[config.mk]
export PLATFORM = sky130hd
export DESIGN_NAME = shared_data_port
export DESIGN_NICKNAME = d
export VERILOG_FILES = /design/src/rtl/dp_pkg.sv /design/src/rtl/sticky_flag.sv /design/src/rtl/mbyte_fifo.sv /design/src/rtl/shared_data_port.sv
export SDC_FILE = /design/constraint.sdc
export NUM_CORES = 2
export LEC_CHECK = 0
export BUFFER_PORTS_ARGS = -buffer_cell sky130_fd_sc_hd__buf_4
export CAP_MARGIN = 20
export CORE_UTILIZATION = 60
export DETAILED_ROUTE_END_ITERATION = 8
export PLACE_DENSITY = 0.77
export SLEW_MARGIN = 20
export SYNTH_ARGS = -nofsm -noshare
export SYNTH_HDL_FRONTEND = slang
export SYNTH_SLANG_ARGS = --single-unit
[constraint.sdc]
create_clock -name clk -period 4.8 [get_ports clk]
set_input_delay 0.24 -clock clk [delete_from_list [all_inputs] [get_ports clk]]
set_output_delay 0.24 -clock clk [all_outputs]
set_load 0.01 [all_outputs]
[src/rtl/dp_pkg.sv]
package dp_pkg;

  localparam int MAX_UNIT = 4;

  typedef enum logic [1:0] {
    ACC_B8   = 2'b00,
    ACC_B16  = 2'b01,
    ACC_B32  = 2'b10,
    ACC_B32X = 2'b11
  } acc_width_e;

  // Bytes moved by one bus access of the given width code.
  function automatic logic [2:0] unit_bytes(input logic [1:0] sel);
    case (acc_width_e'(sel))
      ACC_B8:  return 3'd1;
      ACC_B16: return 3'd2;
      default: return 3'd4;
    endcase
  endfunction

  // Lane mask keeping the low nb bytes of a bus word.
  function automatic logic [8*MAX_UNIT-1:0] lane_mask(input logic [2:0] nb);
    logic [8*MAX_UNIT-1:0] m;
    m = '0;
    for (int i = 0; i < MAX_UNIT; i++) begin
      if (i < int'(nb)) m[8*i +: 8] = 8'hFF;
    end
    return m;
  endfunction

endpackage

[src/rtl/sticky_flag.sv]
module sticky_flag (
  input  logic clk,
  input  logic rst_n,
  input  logic set,
  input  logic clr,
  output logic q
);

  always_ff @(posedge clk or negedge rst_n) begin
    if (!rst_n)   q <= 1'b0;
    else if (set) q <= 1'b1;
    else if (clr) q <= 1'b0;
  end

  assert_set_wins_R4: assert property (@(posedge clk) disable iff (!rst_n)
    set |=> q);

  assert_clear_only_R4: assert property (@(posedge clk) disable iff (!rst_n)
    (clr && !set) |=> !q);

endmodule

[src/rtl/mbyte_fifo.sv]
module mbyte_fifo #(
  parameter int DEPTH = 32,
  parameter int MAXN  = 4,
  parameter int PUSHN = 4,
  parameter int PEEKN = 4,
  localparam int AW = $clog2(DEPTH),
  localparam int LW = $clog2(DEPTH + 1),
  localparam int NW = $clog2(MAXN + 1)
) (
  input  logic               clk,
  input  logic               rst_n,
  input  logic [NW-1:0]      push_n,
  input  logic [8*PUSHN-1:0] push_data,
  input  logic [NW-1:0]      pop_n,
  output logic [8*PEEKN-1:0] peek_data,
  output logic [LW-1:0]      level
);

  logic [7:0]    mem [DEPTH];
  logic [AW-1:0] wr_ptr, rd_ptr;

  function automatic logic [AW-1:0] wrap(input logic [AW-1:0] p, input int k);
    int s;
    s = (int'(p) + k) % DEPTH;
    return s[AW-1:0];
  endfunction

  always_ff @(posedge clk) begin
    for (int i = 0; i < PUSHN; i++) begin
      if (i < int'(push_n)) mem[wrap(wr_ptr, i)] <= push_data[8*i +: 8];
    end
  end

  for (genvar g = 0; g < PEEKN; g++) begin : g_peek
    assign peek_data[8*g +: 8] = mem[wrap(rd_ptr, g)];
  end

  always_ff @(posedge clk or negedge rst_n) begin
    if (!rst_n) begin
      wr_ptr <= '0;
      rd_ptr <= '0;
      level  <= '0;
    end else begin
      wr_ptr <= wrap(wr_ptr, int'(push_n));
      rd_ptr <= wrap(rd_ptr, int'(pop_n));
      level  <= level + LW'(push_n) - LW'(pop_n);
    end
  end

  assert_level_bound_R3: assert property (@(posedge clk) disable iff (!rst_n)
    int'(level) <= DEPTH);

  assert_no_overflow_R3: assert property (@(posedge clk) disable iff (!rst_n)
    int'(push_n) + int'(level) - int'(pop_n) <= DEPTH);

  assert_no_underflow_R6: assert property (@(posedge clk) disable iff (!rst_n)
    int'(pop_n) <= int'(level));

endmodule

[src/rtl/shared_data_port.sv]
module shared_data_port
  import dp_pkg::*;
#(
  parameter int DEPTH = 32,
  localparam int BW = 8 * MAX_UNIT,
  localparam int LW = $clog2(DEPTH + 1),
  localparam int NW = $clog2(MAX_UNIT + 1)
) (
  input  logic          clk,
  input  logic          rst_n,
  input  logic          bus_wr,
  input  logic          bus_rd,
  input  logic [1:0]    bus_offs,
  input  logic [1:0]    acc_width,
  input  logic [BW-1:0] bus_wdata,
  output logic [BW-1:0] bus_rdata,
  input  logic          ovf_clr,
  input  logic          unf_clr,
  output logic          ovf_flag,
  output logic          unf_flag,
  output logic          tx_valid,
  input  logic          tx_ready,
  output logic [7:0]    tx_data,
  input  logic          rx_valid,
  output logic          rx_ready,
  input  logic [7:0]    rx_data
);

  // Named events for the assertions.
  logic [2:0]    unit_nb;
  logic          wr_hit, rd_hit;
  logic          wr_accept, wr_drop;
  logic          rd_accept, rd_under;
  logic          tx_pop, rx_push;
  logic [LW-1:0] tx_level, rx_level, tx_free;
  logic [BW-1:0] rx_peek;

  assign unit_nb   = unit_bytes(acc_width);
  assign wr_hit    = bus_wr && (bus_offs == 2'b00);
  assign rd_hit    = bus_rd && (bus_offs == 2'b00);
  assign tx_free   = LW'(DEPTH) - tx_level;
  assign wr_accept = wr_hit && (LW'(unit_nb) <= tx_free);
  assign wr_drop   = wr_hit && !wr_accept;
  assign rd_accept = rd_hit && (LW'(unit_nb) <= rx_level);
  assign rd_under  = rd_hit && !rd_accept;
  assign tx_valid  = (tx_level != '0);
  assign tx_pop    = tx_valid && tx_ready;
  assign rx_ready  = (rx_level != LW'(DEPTH));
  assign rx_push   = rx_valid && rx_ready;

  mbyte_fifo #(.DEPTH(DEPTH), .MAXN(MAX_UNIT), .PUSHN(MAX_UNIT), .PEEKN(1)) tx_q_i (
    .clk       (clk),
    .rst_n     (rst_n),
    .push_n    (wr_accept ? NW'(unit_nb) : NW'(0)),
    .push_data (bus_wdata),
    .pop_n     (NW'(tx_pop)),
    .peek_data (tx_data),
    .level     (tx_level)
  );

  mbyte_fifo #(.DEPTH(DEPTH), .MAXN(MAX_UNIT), .PUSHN(1), .PEEKN(MAX_UNIT)) rx_q_i (
    .clk       (clk),
    .rst_n     (rst_n),
    .push_n    (NW'(rx_push)),
    .push_data (rx_data),
    .pop_n     (rd_accept ? NW'(unit_nb) : NW'(0)),
    .peek_data (rx_peek),
    .level     (rx_level)
  );

  always_ff @(posedge clk or negedge rst_n) begin
    if (!rst_n)      bus_rdata <= '0;
    else if (rd_hit) bus_rdata <= rd_accept ? (rx_peek & lane_mask(unit_nb)) : '0;
  end

  sticky_flag ovf_i (.clk(clk), .rst_n(rst_n), .set(wr_drop),  .clr(ovf_clr), .q(ovf_flag));
  sticky_flag unf_i (.clk(clk), .rst_n(rst_n), .set(rd_under), .clr(unf_clr), .q(unf_flag));

  assert_drop_keeps_tx_R3: assert property (@(posedge clk) disable iff (!rst_n)
    wr_drop |=> tx_level == $past(tx_level) - LW'($past(tx_pop)));

  assert_drop_flags_R4: assert property (@(posedge clk) disable iff (!rst_n)
    wr_drop |=> ovf_flag);

  assert_under_zero_R6: assert property (@(posedge clk) disable iff (!rst_n)
    rd_under |=> (bus_rdata == '0) && unf_flag
                 && (rx_level == $past(rx_level) + LW'($past(rx_push))));

  assert_offset_ignored_R7: assert property (@(posedge clk) disable iff (!rst_n)
    (bus_rd && bus_offs != 2'b00) |=> $stable(bus_rdata));

  assert_tx_hold_R8: assert property (@(posedge clk) disable iff (!rst_n)
    (tx_valid && !tx_ready) |=> tx_valid && $stable(tx_data));

  assert_rx_full_R9: assert property (@(posedge clk) disable iff (!rst_n)
    (!rx_ready && !rd_accept) |=> !rx_ready);

endmodule

* Yosys cells after proc, flatten, opt, wreduce, memory -nomap -nowiden
Memories as Yosys holds them, arrays and structs flattened. Cells that the tools add are included. W data, S select, Z words.
Word-level totals: memories 2, output and inout port bits 44, input bits 52, register bits 66, bits in writable memories 512
Cells by class: reductions and logical operators 15, bitwise logic cells 1, equal/unequal tests 2, add/sub/neg operators 15, order comparisons 11, muxes and demuxes 26
Memory list:
- rx_q_i.mem | depth 32, width 8, read ports 4, clocked after Yosys merged registers in 0, write ports 1, RTL line mbyte_fifo.sv:19 | logic [7:0] mem [DEPTH];
- tx_q_i.mem | depth 32, width 8, read ports 1, clocked after Yosys merged registers in 0, write ports 4, RTL line mbyte_fifo.sv:19
Operators by type and width (count):
- $mux W8 | 8
- $and A32 B32 Y32 | 1
- $mux W32 | 1
- $add A5 B2 Y5 const B | 4
- $mux W1 | 14
- $le A3 B6 Y1 | 2
- $lt A1 B3 Y1 const A | 4
- $lt A2 B3 Y1 const A | 4
- $add A5 B1 Y5 | 2
- $add A5 B1 Y5 const B | 2
- $add A5 B3 Y5 | 2
- $logic_and A1 B1 Y1 | 8
- $add A6 B1 Y6 | 1
- $add A6 B3 Y6 | 1
- $mux W3 | 2
- $ne A6 B6 Y1 const B | 1
- $pmux W3 S2 | 1
- $reduce_bool A6 Y1 | 1
- $sub A6 B1 Y6 | 1
- $sub A6 B3 Y6 | 1
- $sub A6 B6 Y6 const A | 1
- $logic_not A2 Y1 | 2
- $reduce_bool A2 Y1 | 2
- $eq A2 B1 Y1 const B | 1
- other kinds (2) | 3

* Logic depth before layout (Yosys ltp)
depth in word-level cells 8, mapped depth 20

* Modules after synthesis
A second synthesis with hierarchy kept.
Second synthesis, totals: cell total of the unflattened synthesis 3004, area, all modules 38286.7 um^2
By module, submodules not included:
- mbyte_fifo at tx_q_i | cells an instance 1825, area an instance 19419.9 um^2, instances 1
- mbyte_fifo at rx_q_i | cells an instance 977, area an instance 17085.1 um^2, instances 1
- shared_data_port | cells an instance 196, area an instance 1709.1 um^2, instances 1
- sticky_flag | cells an instance 3, area an instance 36.3 um^2, instances 2

* Worst setup path after synthesis
Ideal clock, no wire load.
path kind reg2reg, start point reg tx_q_i.level[0], end point reg tx_q_i.level[5], stages on the path, launching flop included 21, period minus slack after synthesis 3.911 ns, arrival 3.788 ns, setup slack 0.889 ns, setup time 0.123 ns, path buffers 3, cell sequence dfrtp_1 inv_1 ha_1 inv_1 ha_1 nor2b_1 o21a_1 o2111ai_2 buf_2 clkbuf_1 buf_1 nand3_1 ha_1 inv_1 ha_1 a21o_1 a21oi_1 nor2b_1 nor2_1 o21bai_1 xnor2_1
On the way: cells in the longest elaborated chain, start to end 6, elaborated cells on any way between the ends 8, classes of those cells add/sub: 3; order compare: 1; mux: 1; reduce/logical: 3
Ends and longest elaborated chain:
- start, declared | RTL line mbyte_fifo.sv:16 | output logic [LW-1:0] level
- start signal, assigned | RTL line mbyte_fifo.sv:46 | level <= level + LW'(push_n) - LW'(pop_n);
- $sub A6 B6 Y6 | RTL line shared_data_port.sv:41 | assign tx_free = LW'(DEPTH) - tx_level;
- $le A3 B6 Y1 | RTL line shared_data_port.sv:42 | assign wr_accept = wr_hit && (LW'(unit_nb) <= tx_free);
- $logic_and A1 B1 Y1 | RTL line shared_data_port.sv:42
- $mux W3 | RTL line shared_data_port.sv:54 | .push_n (wr_accept ? NW'(unit_nb) : NW'(0)),
- $add A6 B3 Y6 | RTL line mbyte_fifo.sv:46
- $sub A6 B1 Y6 * | RTL line mbyte_fifo.sv:46
Every way passes the cells marked *; elsewhere a longest branch is shown, timed or not. A chain may end at the register's enable or synchronous reset.

==> flow_summary.toml <==
[global_routing]
antenna_found_initial = 14
grt_max_degree = 115
grt_use_total = 0.468
grt_pass1_vias = 32600
grt_overflow = 0
grt_pass1_wl_mm = 224

[synth]
ys_ff_latch = 578
dominantRegCellSynth = "edfxtp_1"
yosys.area.top_type_share = 0.393
yosys.cell_types.count = 95
syn_inst = 3385
yosys_warnings = 0
yosysMostFrequentCell = "edfxtp_1"
ys_async_sr_fraction = 0.114
yosysTopAreaCell = "edfxtp_1"
ys_top_cells_by_area = "edfxtp_1 39%, mux4_2 17%, dfrtp_1 4.2%"
synth.avg_cell_area_um2 = 11.6
ys_seq_area_frac = 0.435
syn_nets = 3483
ys_top_cells_by_count = "512 x edfxtp_1, 287 x mux4_2, 223 x nand2_1"
syn_area_um2 = 39200
synth_edf_count = 512

[floorplan]
rows = 93
die-width_um = 258
die_y_um = 258
core_um2 = 64500
start_util = 0.608
ioPinCount = 96
dieArea_um2 = 66300

[timing]
period_minus_slack_ps = 4180
fmax_ghz = 0.239
rsz0062_at_grt = "false"
tns_ps = 0
relSlewSlack = 0.178
post-route-period-util = 0.870
drv_slew = 0
tightest_slew_ps = 1230
fin_hold_ws_ps = 21.9
finalSetupViolCount = 0
final_hold_viol_count = 0
clock_skew_ps = 15.1

[final_layout]
syn2layout_area_growth_pct = 8.80
nFillCells = 4627
final_nets = 3404
final_area_um2 = 42600
drive_gt1_frac = 0.225

[power_and_ir_drop]
p_seq_frac = 0.260
p_clk_frac = 0.199
sw_frac_of_total = 0.433
power_density_nw_per_um2 = 618
p_leak_nw = 14.2
p_switching_w = 0.0114
p_int_w = 0.0149
power_frac_comb = 0.542
peakVddDrop_v = 0.000557

[routing]
drc = 2
routed_wl_mm = 157
firstDrtPassIters = 9
vias = 34000
drtIter0Drc = 5620
postRouteAntennaNets = 0
wl_per_cell_um = 37.2
drt-vias-per-instance = 8.06

[clock_network]
cts.root.buffer_cell = "clkbuf_16"
cts_tree = "built"
htreeDepth = 3
post_cts_buffers = 0
cts_inserted_buffers = 67
insertion_delay_ps = 630
cts.sinks = 578
cts.path.max_buffers = 3
clkTransAtPathRegs_ps = 60

[min_path]
hold_class = "in2reg"
hold_depth = 1
holdPathEnd = "rx_q_i.mem[9][5]"
min_from = "rx_data[5]"

[worst_setup_path]
start_kind = "register"
path_max_fanout = 114
r2r_cells = 11
cp.required_ps = 5090
r2r_start = "tx_q_i.level[0]"
critPathCaptureType = "register"
crit_type = "reg2reg"
crit_arrival_ps = 4470
r2r-end = "tx_q_i.mem[18][4]"
reg2reg_setup_slack_ps = 620

[placement]
dpl.hpwl_mm = 101
routabilityCongestion = 1.04
portBuffers = 95
placed_cell_area_um2 = 40300

[run_status]
status = "finished, violations left"
violations = "design-rule violations"

[flow_run]
maxCapViolCount = 0
[timing repair]
item,4_1_cts,5_1_grt
hold buffers,5,0
endpoints found under the hold margin,68,0
resized for setup,0,0
[registers in the layout, summed over array words and instances, names as in the netlist]
| name | count |
|---|---|
| ovf_i.q | 1 |
| bus_rdata | 32 |
| rx_q_i.mem | 256 |
| rx_q_i.wr_ptr | 5 |
| rx_q_i.level | 6 |
| tx_q_i.rd_ptr | 5 |
| tx_q_i.level | 6 |
| tx_q_i.mem | 256 |
| tx_q_i.wr_ptr | 5 |
| rx_q_i.rd_ptr | 5 |
| unf_i.q | 1 |
[critical path, cell delays in order (launching register included)]
cell and delay (ps):
dfrtp_1 430, inv_1 60, ha_1 270, inv_1 40, ha_1 300, nor2b_1 140, o21a_1 210, o2111a_4 360
buf_12 250, nor3_2 840, or2_0 460, a211o_1 380
[cell families after synthesis]
family / share of synthesized area
compound gates: 0.147
simple gates: 0.116
flops: 0.435
mux: 0.229
buf+inv: 0.0494
fa+ha+maj: 0.0155
xor+xnor: 0.00869
[placed cells by master (no fill, tap or decap), drive strengths merged, types with 12 or more instances in the layout]
cell and count:
edfxtp 512, and2 25, o22ai 155, o31a 12, nor3 117, o2bb2ai 24, nor4 30, ha 42
and3 30, a21o 12, nand3 117, a211oi 94, xor2 12, buf 211, clkinv 28, mux4 287
nand2 225, mux2i 162, nor2 157, a21oi 211, a311oi 32, clkbuf 83, dfrtp 66, inv 63
nand4 42, nor2b 26, mux2 79, xnor2 26, o31ai 26, nand2b 24, o21ai 191, or4 22
a22oi 31, o211ai 34
[worst max-delay path by stage]
stage / startpoint / end / slack [ps] / depth (start not counted)
4_1_cts: tx_q_i.level[0] / tx_q_i.mem[18][4] / 800 / 11
6_report: tx_q_i.level[0] / tx_q_i.mem[18][4] / 620 / 11
2_1_floorplan: tx_q_i.level[0] / tx_q_i.level[5] / 890 / 20
3_3_place_gp: acc_width[1] / tx_q_i.mem[18][6] / 760 / 11
3_5_place_dp: acc_width[1] / tx_q_i.mem[18][4] / 610 / 11
5_1_grt: tx_q_i.level[0] / tx_q_i.mem[18][5] / 480 / 11
[layout make-up]
type,count,area [um^2],share of cell area
Clock buffer,83,1790,0.0420
Inverter,67,251,0.00590
Clock inverter,37,404,0.00948
Tap cell,855,1070,0.0251
Multi-Input combinational cell,2376,20300,0.477
Sequential cell,578,17000,0.400
Timing Repair Buffer,216,1690,0.0397
Antenna cell,9,22.5,0.000528
[metal layers]
metal	global-route usage	up-vias	part of all wire
met3	0.153	965	0.15
met5	0	-	0.00022
li1	-	13400	-
met1	0.557	16300	0.31
met2	0.704	3360	0.44
met4	0.368	6	0.096
[through the flow]
stage | std cells | total power (W) | setup slack, ps | utilization
after floorplan | 3385 | 0.0161 | 889 | -
final | 4221 | 0.0264 | 624 | 0.661
after detailed placement | 4086 | 0.0206 | 611 | 0.625
after CTS | 4211 | 0.0258 | 803 | 0.660
after global routing | 4213 | 0.0270 | 478 | 0.661
after global placement | 4085 | 0.0203 | 759 | 0.625
[power by group through the flow]
| stage | Combinational [W] | Sequential, W | Clock [W] |
|---|---|---|---|
| finish | 0.0143 | 0.00684 | 0.00523 |
| global route | 0.0147 | 0.00688 | 0.00537 |
| CTS | 0.0138 | 0.00679 | 0.00521 |
| detailed placement | 0.0137 | 0.00688 | 0 |
| global placement | 0.0134 | 0.00684 | 0 |
| floorplan | 0.00972 | 0.00642 | 0 |
(Power assumes the default switching activity.)
